`src/rtl/dma_arb_pkg.sv`:
```
package dma_arb_pkg;
    typedef enum logic [1:0] {
        ST_IDLE   = 2'd0,
        ST_GRANT  = 2'd1,
        ST_FROZEN = 2'd2
    } arb_state_e;
endpackage

```
`src/rtl/dma_prio_pick.sv`:
```
module dma_prio_pick #(
    parameter int NUM_CH = 16,
    parameter int PRIO_W = 3,
    localparam int IDX_W = (NUM_CH > 1) ? $clog2(NUM_CH) : 1
) (
    input  logic [NUM_CH-1:0]        req,
    input  logic [NUM_CH*PRIO_W-1:0] prio,
    output logic [IDX_W-1:0]         win_idx,
    output logic                     win_found
);
    logic [PRIO_W-1:0] best;

    // Scan from the top index down; ">=" lets a lower index take a tie.
    always_comb begin
        win_found = 1'b0;
        win_idx   = '0;
        best      = '0;
        for (int i = NUM_CH - 1; i >= 0; i--) begin
            if (req[i] && (!win_found || prio[i*PRIO_W +: PRIO_W] >= best)) begin
                win_found = 1'b1;
                best      = prio[i*PRIO_W +: PRIO_W];
                win_idx   = IDX_W'(i);
            end
        end
    end
endmodule

```
`src/rtl/dma_grant_fsm.sv`:
```
module dma_grant_fsm
    import dma_arb_pkg::*;
#(
    parameter int NUM_CH = 16,
    localparam int IDX_W = (NUM_CH > 1) ? $clog2(NUM_CH) : 1
) (
    input  logic              clk,
    input  logic              rst_n,
    input  logic [NUM_CH-1:0] req,
    input  logic [NUM_CH-1:0] hold_en,
    input  logic              freeze,
    input  logic              unit_done,
    input  logic [IDX_W-1:0]  win_idx,
    input  logic              win_found,
    output logic [NUM_CH-1:0] gnt,
    output logic              gnt_valid
);
    arb_state_e       state, nxt_state;
    logic [IDX_W-1:0] owner, nxt_owner;

    always_comb begin
        nxt_state = state;
        nxt_owner = owner;
        unique case (state)
            ST_IDLE: begin
                if (freeze) begin
                    nxt_state = ST_FROZEN;
                end else if (win_found) begin
                    nxt_state = ST_GRANT;
                    nxt_owner = win_idx;
                end
            end
            ST_GRANT: begin
                if (unit_done) begin
                    if (freeze) begin
                        nxt_state = ST_FROZEN;
                    end else if (hold_en[owner] && req[owner]) begin
                        nxt_state = ST_GRANT;
                    end else if (win_found) begin
                        nxt_owner = win_idx;
                    end else begin
                        nxt_state = ST_IDLE;
                    end
                end
            end
            ST_FROZEN: begin
                if (!freeze) nxt_state = ST_IDLE;
            end
            default: nxt_state = ST_IDLE;
        endcase
    end

    // State register
    always_ff @(posedge clk or negedge rst_n) begin
        if (!rst_n) begin
            state <= ST_IDLE;
            owner <= '0;
        end else begin
            state <= nxt_state;
            owner <= nxt_owner;
        end
    end

    // Outputs
    always_comb begin
        gnt_valid = (state == ST_GRANT);
        gnt       = '0;
        if (state == ST_GRANT) gnt[owner] = 1'b1;
    end

    AST_GNT_ONEHOT: assert property (@(posedge clk) disable iff (!rst_n)
        $onehot0(gnt) && (gnt_valid == (gnt != '0)));
    AST_IDLE_NOREQ: assert property (@(posedge clk) disable iff (!rst_n)
        (!gnt_valid && req == '0) |=> !gnt_valid);
    AST_NO_PREEMPT: assert property (@(posedge clk) disable iff (!rst_n)
        (gnt_valid && !unit_done) |=> (gnt_valid && $stable(gnt)));
    AST_BLOCK_KEEP: assert property (@(posedge clk) disable iff (!rst_n)
        (gnt_valid && unit_done && !freeze && ((gnt & hold_en & req) != '0))
        |=> (gnt_valid && $stable(gnt)));
    AST_FREEZE_IDLE: assert property (@(posedge clk) disable iff (!rst_n)
        (freeze && !gnt_valid) |=> !gnt_valid);
    AST_FREEZE_AT_DONE: assert property (@(posedge clk) disable iff (!rst_n)
        (gnt_valid && unit_done && freeze) |=> !gnt_valid);
endmodule

```
`src/rtl/dma_bus_arbiter.sv`:
```
module dma_bus_arbiter #(
    parameter int NUM_CH = 16,
    parameter int PRIO_W = 3,
    localparam int IDX_W = (NUM_CH > 1) ? $clog2(NUM_CH) : 1
) (
    input  logic                     clk,
    input  logic                     rst_n,
    input  logic [NUM_CH-1:0]        ch_req,
    input  logic [NUM_CH*PRIO_W-1:0] ch_prio,
    input  logic [NUM_CH-1:0]        hold_en,
    input  logic                     freeze,
    input  logic                     unit_done,
    output logic [NUM_CH-1:0]        gnt,
    output logic                     gnt_valid
);
    logic [IDX_W-1:0] win_idx;
    logic             win_found;

    dma_prio_pick #(.NUM_CH(NUM_CH), .PRIO_W(PRIO_W)) u_pick (
        .req       (ch_req),
        .prio      (ch_prio),
        .win_idx   (win_idx),
        .win_found (win_found)
    );

    dma_grant_fsm #(.NUM_CH(NUM_CH)) u_fsm (
        .clk       (clk),
        .rst_n     (rst_n),
        .req       (ch_req),
        .hold_en   (hold_en),
        .freeze    (freeze),
        .unit_done (unit_done),
        .win_idx   (win_idx),
        .win_found (win_found),
        .gnt       (gnt),
        .gnt_valid (gnt_valid)
    );

    AST_DONE_IDLE: assert property (@(posedge clk) disable iff (!rst_n)
        (!gnt_valid && unit_done && ch_req == '0) |=> !gnt_valid);
endmodule

```
`config.mk`:
```
export PLATFORM = sky130hd
export DESIGN_NAME = dma_bus_arbiter
export DESIGN_NICKNAME = d
export VERILOG_FILES = /design/src/rtl/dma_arb_pkg.sv /design/src/rtl/dma_prio_pick.sv /design/src/rtl/dma_grant_fsm.sv /design/src/rtl/dma_bus_arbiter.sv
export SDC_FILE = /design/constraint.sdc
export NUM_CORES = 1
export LEC_CHECK = 0
export ABC_AREA = 0
export BUFFER_PORTS_ARGS = -buffer_cell sky130_fd_sc_hd__buf_2
export CAP_MARGIN = 25
export CORE_UTILIZATION = 50
export DETAILED_ROUTE_END_ITERATION = 7
export PLACE_DENSITY = 0.82
export SYNTH_ARGS = -nofsm -noshare
export SYNTH_HDL_FRONTEND = slang
export SYNTH_SLANG_ARGS = --single-unit
```
`constraint.sdc`:
```
create_clock -name clk -period 8.41 [get_ports clk]
set_clock_uncertainty 0.2 [all_clocks]
set_input_delay 0.841 -clock clk [delete_from_list [all_inputs] [get_ports clk]]
set_output_delay 0.841 -clock clk [all_outputs]
set_load 0.03 [all_outputs]
```
==> results of run 1 <==
## through the flow
step / hold slack (ps) / util [%] / setup TNS [ps] / std cells
detailed placement: 280 / 87.0 / -43740 / 679
global placement: 258 / 87.0 / -41130 / 679
CTS: 233 / 96.7 / -41140 / 718
floorplan: 243 / - / -39290 / 398
## cell families after synthesis
group                    after synthesis
AND/OR/NAND/NOR                      165
AO/OA/AOI/OAI                        133
buffers and inverters                 45
adder cells (fa/ha/maj)               39
multiplexers                          10
flip-flops                             6
## per-layer routing
metal / global-route usage (%) / GRT overflow
met5: 8.33 / 0
met1: 66.6 / 1
met2: 91.7 / 18
met3: 43.9 / 0
met4: 78.4 / 13
## what timing repair did
action | 4_1_cts
gates resized for setup | 40
pin swaps | 34
setup endpoints to repair | 4
setup buffers | 36
==> results.md, run 1 <==
- First-pass GRT wire length: 29400 um
- Largest net degree at the start of global routing: 20
- Post-Synthesis Cells: 398
- Flops & latches, synth: 6
- Post-CTS Hold Buffers: 0
- Netlist Area Pre-Place: 0.00273 sq mm
- EDFF count, synth: 0
- Dpl ws: -11140 ps
- Commonest cells post-synth: ha_1 (37), nor2_1 (37), inv_1 (36), nand2_1 (36), o21ai_0 (31)
- Initial Util: 52.7%
- Synth area leaders: ha_1 (17%), o21ai_0 (5.7%), dfrtp_1 (5.5%), nor2_1 (5.1%), inv_1 (5.0%)
- # H-tree levels: 1
- Status: stopped before the end
- Boundary Pins: 101
- Number of buffers created by CTS: 3
- Buffers on Ports: 100
- Mux contribution to synthesized area: 4.45%
- Ys flop type: dfrtp_1
- Register area share after synthesis: 5.50%
- Fail Step: global routing (5_1_grt)
- Synthesized area per cell: 6.85 sq um
- Leading area contributor after synthesis: ha_1
- Final GP Congestion: 0.928
- Sink Count: 6
- Combinational family with the most area after synthesis: compound AO/OA/AOI/OAI gates
- Synth top area share: 17.0%
- Yosys cell types: 63
- Clock root buffer: clkbuf_8
- Post-Synth XOR/XNOR Area: 0%
- Post-Syn Nets: 519
- Synth Area in Simple Gates: 30.9%
- Ys async rst share: 100%
- Total GRT Usage: 68.8%
- Syn. warnings: 0
- Die width: 75.9 um
- Detailed Place HPWL: 8910 um
- First Err: [ERROR GRT-0116] Global routing finished with congestion. Check the congestion regions in the DRC Viewer.
- Post-synthesis adder-cell area fraction: 17.7%
- Die height: 75.9 um
- Vias in the first global route: 5728
- Row count: 26
- Total grt overflow: 32
- Fraction of the mapped netlist area in compound gates: 34.4%
- CTS Buffer Depth: 2
- Placed cell area: 0.00450 sq mm
==> run 2, diff against run 1 <==
CORE_UTILIZATION = 35   (was 50)
PLACE_DENSITY = unset   (was 0.82)
PLACE_DENSITY_LB_ADDON = 0.15   (was unset)
==> results.md, run 2 <==
- Detailed Place HPWL: 8170 um (-8.4%)
- Commonest cells post-synth: ha_1 (37), nor2_1 (37), inv_1 (36), nand2_1 (36), o21ai_0 (31)
- Fin Setup TNS: -39970 ps
- Post-Synthesis Cells: 398 (unchanged)
- DRT iter0 DRCs: 73
- Largest net degree at the start of global routing: 20
- Final period utilization: 221%
- Die width: 90.3 um (+19%)
- M3 GR Usage: 1.60%
- Boundary Pins: 101 (unchanged)
- Max cap viols: 0
- Pwr dens: 263 mW/mm^2
- Critical Path End: u_fsm.owner[3]
- Levels on crit path: 100
- Status: finished with violations
- Syn-to-layout area delta: 84.6%
- Largest Register: u_fsm.owner
- Core Region: 0.00741 sq mm
- Failing checks: negative setup slack
- Flops & latches, synth: 6 (unchanged)
- R2R cell count: 9
- Min-delay worst type: input pin to async pin
- Final GP Congestion: 0.885 (-4.7%)
- Highest-count cells in the layout ignoring fill and taps: buf_4 (135), buf_2 (98), inv_1 (36), nor2_1 (36), nand2_1 (25)
- Crit path launch: ch_prio[45]
- Minimum clock period: 18590 ps
- Worst r2r src: u_fsm.owner[1]
- Sink Count: 6 (unchanged)
- GRT busiest layer: met2
- Layout cells sized above 1: 55.5%
- Multi-input gate area: 0.00301 sq mm
- Top Registers: u_fsm.owner: 4 flops, u_fsm.state: 2 flops
- Total grt overflow: 0
- Met2 Use GR: 47.3%
- Register area share after synthesis: 5.50% (unchanged)
- Slew margin rel.: 53.2%
- CP peak stage delay: 360 ps
- Drt pass-1 iters: 4
- Synth top area share: 17.0% (unchanged)
- CP required: 8340 ps
- Syn. warnings: 0 (unchanged)
- Unrepaired setup endpoints after global routing: true
- Most frequent cell on the critical path: nand2b_4
- PnR worst setup slack: -10180 ps
- Routed Antenna Nets: 0
- Die Area: 0.00815 sq mm
- Number of buffers created by CTS: 3 (unchanged)
- Max FFs per register: 4
- Synth area leaders: ha_1 (17%), o21ai_0 (5.7%), dfrtp_1 (5.5%), nor2_1 (5.1%), inv_1 (5.0%)
- Initial antenna violation count: 0
- # DRC: 0
- Startpoint types: input pin
- Top delay family on crit path: compound AO/OA/AOI/OAI gates
- Row count: 31 (+19%)
- # fillers: 636
- Hold_ws: 240 ps
- Via-to-Cell Ratio: 5.23
- Ys flop type: dfrtp_1
- # H-tree levels: 1 (unchanged)
- R2R Setup Slk: 5380 ps
- Final Setup Violations: 4
- Ys async rst share: 100% (unchanged)
- Met1 Use GR: 28.8%
- Synthesized area per cell: 6.85 sq um (unchanged)
- EDFF count, synth: 0 (unchanged)
- Leakage: 0.00249 uW
- Placed cells: 703 (+3.5%)
- Maximum VDD drop: 0.109 mV
- Total GRT Usage: 24.1%
- Vias in the first global route: 3926
- CTS Buffer Depth: 2 (unchanged)
- Timing-limited maximum frequency: 0.0538 GHz
- Most common cell after layout, fill and taps aside: buf_4
- Setup crit end kind: flip-flop
- Routed WL per cell: 13.7 um
- Post-CTS Hold Buffers: 0 (unchanged)
- Cell at the slowest stage of the critical path: o31a_1
- Initial Util: 36.8% (-16 points)
- Nets@finish: 754
- Die height: 90.3 um (+19%)
- Worst R2R End: u_fsm.owner[0]
- Clock root buffer: clkbuf_8
- Final Hold Fails: 0
- Yosys cell types: 63 (unchanged)
- Worst-Margin Slew: 696 ps
- Clock transition at path regs: 40 ps
- # diodes: 0
- First-pass GRT wire length: 16700 um
- Vias after detailed routing: 3820
- Arr. time, crit path: 18520 ps
- Critical Path Fanout Max: 5
- Post-Syn Nets: 519 (unchanged)
- TritonCTS clock tree: yes
- Buffers on Ports: 100 (unchanged)
- Final std cells w/o fill: 730
- Leading area contributor after synthesis: ha_1
- Netlist Area Pre-Place: 0.00273 sq mm (unchanged)
- Final Routed Wirelength: 9980 um
- Worst-skew pair later-pin latency: 220 ps
- WS Path Type: input pin to flip-flop
- Flip-flop and latch area: 150 sq um
- Number of buffers and inverters on the critical path: 4
- Fin. max-slew vios: 0
## run 2: cells by family (layout without fill, tap and decap cells)
logic type                 Yosys count  in the layout  share of synthesized area [%]
AOI/OAI and AO/OA                  133            133                           34.4
adders and majority gates           39             39                           17.7
buffers and inverters               45            278                           7.06
DFF                                  6              6                           5.50
muxes                               10             10                           4.45
and+or+nand+nor                    165            165                           30.9
## run 2: worst min path at each step
stage | from | cells past startpoint | endpoint | slack (ps)
2_1_floorplan | u_fsm.state[1] | 1 | u_fsm.state[0] | 240
3_3_place_gp | u_fsm.state[1] | 1 | u_fsm.state[0] | 270
3_5_place_dp | u_fsm.state[1] | 1 | u_fsm.state[0] | 290
4_1_cts | rst_n | 1 | u_fsm.state[1] | 240
5_1_grt | rst_n | 1 | u_fsm.owner[1] | 250
6_report | rst_n | 1 | u_fsm.state[1] | 240
## run 2: layout make-up
class,instances,share of cell area (%)
Multi-Input combinational cell,347,59.8
Timing Repair Buffer,239,31.3
Sequential cell,6,2.98
Inverter,36,2.68
Tap cell,99,2.46
Clock buffer,3,0.820
## run 2: worst register-to-register path, cell delays in order (launching register included)
cell      delay, ps
dfrtp_1         690
o21ai_0         240
o21ai_0         190
mux4_2          250
nand2_1          50
a211oi_1        300
a21boi_0        620
nor2b_1         150
a21oi_2         150
o21ai_2          70
## run 2: through the flow
stage,util (%),setup slack [ps],power (uW),instance area [sq um]
finish,68.0,-10180,1320,5030
floorplan,-,-10070,708,3070
detailed placement,60.7,-10780,1100,4500
global placement,60.7,-10450,1070,4500
global route,68.0,-11220,1450,5030
CTS,65.1,-10270,1240,4820
## run 2: routing by layer
layer	wire length, um	share of wire [%]
met4	75	0.75
met5	0	0
met2	5310	53
met1	4350	44
met3	249	2.5
## run 2: timing repair
| item | 4_1_cts | 5_1_grt |
|---|---|---|
| gates resized for setup | 34 | 33 |
| endpoints found under the setup margin | 4 | 4 |
| pin swaps | 41 | 41 |
| buffers inserted | 15 | 9 |
## run 2: power by group
group / internal, uW / switching (uW)
Clock: 30.7 / 12.3
Combinational: 673 / 548
Sequential: 37.0 / 21.0
Total: 741 / 581
Power figures use the tool's default switching activity.
